**src/rtl/idle_gap_pkg.sv**
```systemverilog
package idle_gap_pkg;
  typedef enum logic [1:0] {
    HIST_NEW   = 2'd0,
    HIST_SAME  = 2'd1,
    HIST_RETRY = 2'd2
  } hist_e;

  function automatic int max2(input int a, input int b);
    return (a > b) ? a : b;
  endfunction
endpackage

```
**src/rtl/igt_start_ctl.sv**
```systemverilog
module igt_start_ctl
  import idle_gap_pkg::*;
(
  input  logic  clk_i,
  input  logic  rst_ni,
  input  logic  auto_start_i,
  input  logic  tx_req_i,
  input  logic  tx_done_i,
  input  logic  tx_fail_i,
  input  logic  rx_done_i,
  output logic  arm_o,
  output hist_e hist_o
);
  logic  req_q;
  logic  msg_end;
  hist_e hist_q;

  assign msg_end = tx_done_i | tx_fail_i | rx_done_i;
  assign arm_o   = auto_start_i ? msg_end : (tx_req_i & ~req_q);
  assign hist_o  = hist_q;

  always_ff @(posedge clk_i or negedge rst_ni) begin
    if (!rst_ni) begin
      req_q  <= 1'b0;
      hist_q <= HIST_NEW;
    end else begin
      req_q <= tx_req_i;
      if (tx_fail_i)      hist_q <= HIST_RETRY;
      else if (tx_done_i) hist_q <= HIST_SAME;
      else if (rx_done_i) hist_q <= HIST_NEW;
    end
  end
endmodule

```
**src/rtl/igt_target.sv**
```systemverilog
module igt_target
  import idle_gap_pkg::*;
#(
  parameter int CODE_W     = 3,
  parameter int CNT_W      = 4,
  parameter int NEW_BITS   = 5,
  parameter int RETRY_BITS = 7,
  parameter int SAME_BITS  = 3
) (
  input  logic [CODE_W-1:0] code_i,
  input  hist_e             hist_i,
  output logic [CNT_W-1:0]  halves_o
);
  // nonzero code n -> n-0.5 bit periods = 2n-1 half periods
  always_comb begin
    if (code_i == '0) begin
      unique case (hist_i)
        HIST_SAME:  halves_o = CNT_W'(2 * SAME_BITS);
        HIST_RETRY: halves_o = CNT_W'(2 * RETRY_BITS);
        default:    halves_o = CNT_W'(2 * NEW_BITS);
      endcase
    end else begin
      halves_o = CNT_W'({code_i, 1'b0}) - CNT_W'(1);
    end
  end
endmodule

```
**src/rtl/igt_half_cnt.sv**
```systemverilog
module igt_half_cnt #(
  parameter int CNT_W = 4
) (
  input  logic             clk_i,
  input  logic             rst_ni,
  input  logic             stop_i,
  input  logic             arm_i,
  input  logic             tick_i,
  input  logic             activity_i,
  input  logic [CNT_W-1:0] limit_i,
  output logic             armed_o,
  output logic             done_o
);
  logic             armed_q;
  logic [CNT_W-1:0] cnt_q;

  assign done_o  = cnt_q >= limit_i;
  assign armed_o = armed_q;

  always_ff @(posedge clk_i or negedge rst_ni) begin
    if (!rst_ni) begin
      armed_q <= 1'b0;
      cnt_q   <= '0;
    end else if (stop_i) begin
      armed_q <= 1'b0;
      cnt_q   <= '0;
    end else if (arm_i) begin
      armed_q <= 1'b1;
      cnt_q   <= '0;
    end else if (armed_q) begin
      if (activity_i)            cnt_q <= '0;
      else if (tick_i && !done_o) cnt_q <= cnt_q + CNT_W'(1);
    end
  end
endmodule

```
**src/rtl/idle_gap_timer.sv**
```systemverilog
module idle_gap_timer
  import idle_gap_pkg::*;
#(
  parameter int CODE_W     = 3,
  parameter int NEW_BITS   = 5,
  parameter int RETRY_BITS = 7,
  parameter int SAME_BITS  = 3
) (
  input  logic              clk_i,
  input  logic              rst_ni,
  input  logic              half_tick_i,
  input  logic [CODE_W-1:0] gap_code_i,
  input  logic              auto_start_i,
  input  logic              tx_req_i,
  input  logic              tx_begin_i,
  input  logic              tx_done_i,
  input  logic              tx_fail_i,
  input  logic              rx_done_i,
  input  logic              bus_active_i,
  output logic              permit_o,
  output logic              busy_o
);
  localparam int MaxCodeHalves = 2 * ((1 << CODE_W) - 1) - 1;
  localparam int MaxDefHalves  = 2 * max2(NEW_BITS, max2(RETRY_BITS, SAME_BITS));
  localparam int CntW          = $clog2(max2(MaxCodeHalves, MaxDefHalves) + 1);

  logic            arm;
  logic            stop;
  logic            armed;
  logic            done;
  hist_e           hist;
  logic [CntW-1:0] limit;

  // request withdrawn in request-armed mode disarms
  assign stop = tx_begin_i | (~auto_start_i & ~tx_req_i);

  igt_start_ctl u_start (
    .clk_i        (clk_i),
    .rst_ni       (rst_ni),
    .auto_start_i (auto_start_i),
    .tx_req_i     (tx_req_i),
    .tx_done_i    (tx_done_i),
    .tx_fail_i    (tx_fail_i),
    .rx_done_i    (rx_done_i),
    .arm_o        (arm),
    .hist_o       (hist)
  );

  igt_target #(
    .CODE_W     (CODE_W),
    .CNT_W      (CntW),
    .NEW_BITS   (NEW_BITS),
    .RETRY_BITS (RETRY_BITS),
    .SAME_BITS  (SAME_BITS)
  ) u_target (
    .code_i   (gap_code_i),
    .hist_i   (hist),
    .halves_o (limit)
  );

  igt_half_cnt #(.CNT_W(CntW)) u_cnt (
    .clk_i      (clk_i),
    .rst_ni     (rst_ni),
    .stop_i     (stop),
    .arm_i      (arm),
    .tick_i     (half_tick_i),
    .activity_i (bus_active_i),
    .limit_i    (limit),
    .armed_o    (armed),
    .done_o     (done)
  );

  assign permit_o = armed & done & tx_req_i;
  assign busy_o   = armed & ~done;
endmodule

```
**config.mk**
```make
export PLATFORM = sky130hd
export DESIGN_NAME = idle_gap_timer
export DESIGN_NICKNAME = d
export VERILOG_FILES = /design/src/rtl/idle_gap_pkg.sv /design/src/rtl/igt_start_ctl.sv /design/src/rtl/igt_target.sv /design/src/rtl/igt_half_cnt.sv /design/src/rtl/idle_gap_timer.sv
export SDC_FILE = /design/constraint.sdc
export NUM_CORES = 1
export LEC_CHECK = 0
export BUFFER_PORTS_ARGS = -buffer_cell sky130_fd_sc_hd__buf_2
export CAP_MARGIN = 20
export CORE_UTILIZATION = 50
export CTS_CLUSTER_DIAMETER = 40
export DETAILED_ROUTE_END_ITERATION = 8
export PLACE_DENSITY = 0.74
export SETUP_SLACK_MARGIN = 0.05
export SYNTH_ARGS = -nofsm -noshare
export SYNTH_HDL_FRONTEND = slang
export SYNTH_HIERARCHICAL = 1
export SYNTH_SLANG_ARGS = --single-unit
```
**constraint.sdc**
```tcl
create_clock -name clk_i -period 2.6 [get_ports clk_i]
set_input_delay 0.52 -clock clk_i [delete_from_list [all_inputs] [get_ports clk_i]]
set_output_delay 0.52 -clock clk_i [all_outputs]
set_load 0.05 [all_outputs]
```
==> impl_metrics.ini, run 1 <==
[outcome]
outcome = finished, violations left
violations = setup timing

[cts]
insertion_delay_ns = 0.24
cts_max_path_buffers = 2
numCtsBuffers = 3
clkTransAtPathRegs_ns = 0.05
cts_tree = yes
cts_setup_buffers = 0
clockRootBuffer = clkbuf_4
clock-sinks = 8
cts_max_level = 1

[detailed_routing]
viasPerCell = 6.000
detail-route-antenna-nets = 0
vias = 672
wire_per_inst_um = 14.84
wl_um = 1662
first_pass_iters = 4
first_iter_violations = 27
drcViolationCount = 0

[die]
die_x_um = 40.13
num_io_pins = 15
start_util = 0.5450
die_h_um = 40.13
fp.coreArea_um2 = 1334
fp.dieArea_um2 = 1610
rows = 13

[logic_synthesis]
synth.distinct_cells = 33
synth_area_leaders = dfrtp_1 28%, ha_1 14%, o211ai_2 6.9%
synth-async-reset-ratio = 1.000
ys_seq_area_frac = 0.2754
yosysMostFrequentCell = inv_1
synth_top_cell_by_area = dfrtp_1
synth-seq-cells = 8
synthesis.area_um2 = 726.9
synth.avg_cell_area_um2 = 9.320
syn_nets = 99
ys.flop_type = dfrtp_1
synth_top_area_share = 0.2754
synth_common_cells = 9 x inv_1, 8 x dfrtp_1, 8 x ha_1
yosys_warnings = 6
syn-instance-count = 78
synth-edff-count = 0

[place]
pre_cts_ws_ns = -0.2294
io_buffers = 14
gp_congestion = 0.8154
hpwlAfterDp_um = 1184

[setup_path]
ff2ff_setup_slack_ns = 0.42
crit_path_max_incr_delay_ns = 0.29
worstReg2RegEnd = u_cnt/cnt_q[0]
critPathKind = primary input to output port
reg2reg_from = u_start/hist_o[0]
reg2reg_depth = 9
cp_cell_sequence = buf_8 -> inv_6 -> ha_4 -> nand2b_4 -> ha_1 -> nand2b_4 -> a211oi_2 -> o21bai_2 -> and2b_2 -> buf_8
cp-start-kind = primary input
slowest_stage = ha_1
critPathCaptureType = output port
worst_ep_required_time_ns = 2.08
critical_path_arrival_ns = 2.10
path_max_fanout = 3

[cells_and_area]
drive_gt1_frac = 0.4433
n_antenna_cell = 0
area_growth_pct = 34.77
post-route-util = 0.7345
fin_nets = 120

[power_and_ir_drop]
p_switching_uw = 89.91
ir_drop_mv = 0.2862
switching_share = 0.2818
p_clk_frac = 0.266
powerDensity_nw_per_um2 = 325.7
p_leak_uw = 0.0004602
seq_power_share = 0.418
p_int_uw = 229.2
comb_power_share = 0.317

[sta]
worstMarginPinSlew_ns = 0.5031
skew_ns = 0.0001498
fin_ws_ns = -0.01912
fin_crit_sh = 1.007
period_needed_ns = 2.619
relSlewSlack = 0.6633
fmax_mhz = 381.8
setup_viol = 1
rsz0062_at_grt = yes
setup_tns_ns = -0.01912
hold_viol_final = 0
slew_violations = 0

[grt]
grt_pass1_vias = 544
grt_overflow = 0
grt_max_degree = 10
antenna_found_initial = 0
grt_pass1_wl_um = 2373
track_usage = 0.2330

[min_path]
hold_path.class = primary input to async pin

[run]
max_cap_violations = 0
## registers in the layout (all words and copies together) (netlist names)
register and cells:
u_cnt/cnt_q 4, u_start/hist_o 2, u_cnt/armed_o 1, u_start/req_q 1
## final cells by class
class	instances	area (um2)
Sequential cell	8	200.2
Multi-Input combinational cell	61	573.1
Inverter	9	43.79
Tap cell	15	18.77
Clock buffer	3	22.52
Timing Repair Buffer	16	121.4
Fill cell	95	354.1
## metal layers
metal / wire [um] / vias up / GRT usage
li1: - / 330 / -
met1: 702 / 319 / 0.2692
met2: 857 / 19 / 0.3710
met3: 65 / 4 / 0.05000
met4: 36 / 0 / 0.1810
met5: 0 / - / 0
## cell usage in the layout (no fill, tap or decap), types with 3 or more instances in the layout
master,instances
buf_2,10
buf_8,3
clkbuf_4,3
dfrtp_1,8
ha_1,4
ha_4,4
inv_1,7
nand2b_1,3
nand3_1,3
nand3b_1,3
nor2_1,5
nor4b_1,3
o211ai_2,4
o21ai_0,3
## worst max-delay path, delay by kind of cell
family	cells	cell delay [ns]
buffers and inverters	3	0.30
adder cells (fa/ha/maj)	2	0.44
AO/OA/AOI/OAI	2	0.37
AND/OR/NAND/NOR	3	0.45
## logic make-up after synthesis
| family | synth area share |
|---|---|
| flip-flops | 0.2754 |
| AO/OA/AOI/OAI | 0.2272 |
| buffers and inverters | 0.04647 |
| multiplexers | 0.01377 |
| AND/OR/NAND/NOR | 0.2995 |
| adder cells (fa/ha/maj) | 0.1377 |
## worst max-delay path by stage
stage	startpoint	endpoint	slack [ns]	cells after the start
after CTS	gap_code_i[0]	busy_o	0.04	11
final	gap_code_i[0]	busy_o	-0.02	10
after global placement	gap_code_i[0]	busy_o	-0.16	11
after floorplan	gap_code_i[0]	busy_o	0.07	8
after detailed placement	gap_code_i[0]	busy_o	-0.23	10
after global routing	gap_code_i[0]	busy_o	-0.08	10
## through the flow
step | cells | power [uW] | hold slack (ns) | area (um2)
2_1_floorplan | 78 | 182.5 | 0.2244 | 726.9
3_3_place_gp | 109 | 209.6 | 0.3623 | 830.8
3_5_place_dp | 109 | 211.1 | 0.3632 | 830.8
4_1_cts | 112 | 314.4 | 0.1023 | 937.1
5_1_grt | 112 | 339.3 | 0.1067 | 979.7
6_report | 112 | 319.1 | 0.1085 | 979.7
## repair_timing
action	CTS	global route
setup endpoints to repair	2	2
pin swaps	4	4
hold buffers	0	0
gates resized for setup	22	9
## power by group through the flow
stage	Sequential (uW)	Clock [uW]	Combinational, uW
after floorplan	133	0	49.0
after global placement	135	0	75.1
after detailed placement	134	0	76.6
after CTS	133	89.8	92.1
after global routing	134	94.1	111
final	133	84.7	101
Note: power is estimated with default switching activity, not from simulation.
==> run 2, diff against run 1 <==
--- a/config.mk
+++ b/config.mk
@@ -7,6 +7,7 @@
 export LEC_CHECK = 0
 export BUFFER_PORTS_ARGS = -buffer_cell sky130_fd_sc_hd__buf_2
 export CAP_MARGIN = 20
+export CORE_MARGIN = 4
 export CORE_UTILIZATION = 50
 export CTS_CLUSTER_DIAMETER = 40
 export DETAILED_ROUTE_END_ITERATION = 8
==> run 2 against run 1 <==
Against the previous run: design area rose by 4.9%; the run still ends with setup timing left; critical endpoint unchanged; combinational power rose by 9%; total power rose by 2.5%.
==> impl_metrics.ini, run 2 (synthesis results as in run 1) <==
[detailed_routing]
drcViolationCount = 0
wire_per_inst_um = 14.49
wl_um = 1652
first_iter_violations = 13
detail-route-antenna-nets = 0
first_pass_iters = 4
vias = 668
viasPerCell = 5.860

[setup_path]
crit_path_max_incr_delay_ns = 0.28
cp-start-kind = primary input
cp_cell_sequence = buf_6 -> inv_4 -> ha_4 -> nand2b_4 -> mux2i_1 -> inv_1 -> ha_4 -> o21ai_4 -> o21bai_2 -> and2b_2 -> buf_8
cp_num_buf_inv = 4
critPathLaunch = gap_code_i[0]
critPathCaptureType = output port
cpLargestDelayFamily = adder cells
slowest_stage = ha_4
reg2reg_from = u_start/hist_o[1]
critPathKind = primary input to output port
critical_path_arrival_ns = 2.09
worst_path_most_repeated_cell = ha_4
path_max_fanout = 3
worst_ep_required_time_ns = 2.08

[cells_and_area]
fillCellCount = 89
drive_gt1_frac = 0.4747
stdcell_area_um2 = 1027
n_antenna_cell = 0
ff_latch_area_um2 = 200.2
largest_register_ffs = 4
final_cell_mix = 10 x buf_2, 8 x dfrtp_1, 6 x inv_1, 6 x ha_4, 5 x nor2_1
multiInputGateArea_um2 = 614.3
area_growth_pct = 41.31
final_common_cell = buf_2
largest_register = u_cnt/cnt_q
stdcell_count = 114
fin_nets = 122

[power_and_ir_drop]
ir_drop_mv = 0.2780
p_leak_uw = 0.0004678
total_power_uw = 327.1
powerDensity_nw_per_um2 = 318.4

[sta]
worstMarginPinSlew_ns = 0.5126
setup_viol = 1
hold_ws_ns = 0.1060
fmax_mhz = 383.5
fin_ws_ns = -0.007239
fin_crit_sh = 1.003
relSlewSlack = 0.6570
rsz0062_at_grt = yes
period_needed_ns = 2.607
hold_viol_final = 0
slew_violations = 0
skew_ns = 0.0008941

[place]
pre_cts_ws_ns = -0.2605
hpwlAfterDp_um = 1154
dp.cells = 110
gp_congestion = 0.7982
io_buffers = 14
dpl_cell_area_um2 = 838.3

[cts]
cts_tree = yes
clock-sinks = 8
cts_max_path_buffers = 2
numCtsBuffers = 3
insertion_delay_ns = 0.24
clkTransAtPathRegs_ns = 0.05
cts_hold_buf = 0
cts_max_level = 1
clockRootBuffer = clkbuf_4

[die]
fp.coreArea_um2 = 1334
die_h_um = 46.13
rows = 13
start_util = 0.5450
num_io_pins = 15
die_x_um = 46.13
fp.dieArea_um2 = 2128

[outcome]
outcome = finished, violations left
violations = setup timing

[grt]
grt_pass1_vias = 605
track_usage = 0.1644
antenna_found_initial = 0
grt_overflow = 0
grt_pass1_wl_um = 2490
grt_max_degree = 10

[run]
max_cap_violations = 0

[min_path]
hold_path.class = primary input to async pin
-- run 2: changes by cell type in the layout (fill, tap and decap cells not counted), sizes merged --
cell,delta
buf,+2
-- run 2: final timing paths --
kind / to / slack, ns / cells after the start
min in group clk_i: u_start/req_q / 0.43 / 1
max in group asynchronous: u_start/hist_o[0] / 2.34 / 1
worst max register to register: u_cnt/cnt_q[0] / 0.37 / 9
worst min register to register: u_start/hist_o[0] / 0.56 / 2
worst min-delay path: u_cnt/cnt_q[1] / 0.11 / 1
worst max-delay path: busy_o / -0.007 / 11
-- run 2: layout make-up --
type | instances | share of cell area
Multi-Input combinational cell | 61 | 0.5980
Sequential cell | 8 | 0.1949
Timing Repair Buffer | 18 | 0.1291
Inverter | 9 | 0.03776
Clock buffer | 3 | 0.02192
Tap cell | 15 | 0.01827
-- run 2: timing repair --
action / in CTS / in global routing
hold endpoints to repair: 0 / 0
buffers inserted: 0 / 1
endpoints found under the setup margin: 2 / 2
pin swaps: 6 / 5
resized for setup: 19 / 13
cloned: 0 / 0
-- run 2: metrics by stage --
stage                       util    TNS, ns
after floorplan                -          0
after global placement    0.6285    -0.3014
after detailed placement  0.6285    -0.4710
after CTS                 0.7017          0
after global routing      0.7702    -0.1056
final                     0.7702  -0.007239
-- run 2: per-layer routing --
metal	GRT usage	up-vias	share of wire
met4	0.08523	0	0.016
met1	0.2212	308	0.45
met2	0.2527	21	0.49
li1	-	335	-
met3	0.02344	4	0.045
met5	0	-	0
-- run 2: report_power, final --
group	switching [uW]	internal (uW)
logic	56.6	53.2
registers	3.63	129
clock network	32.4	52.1
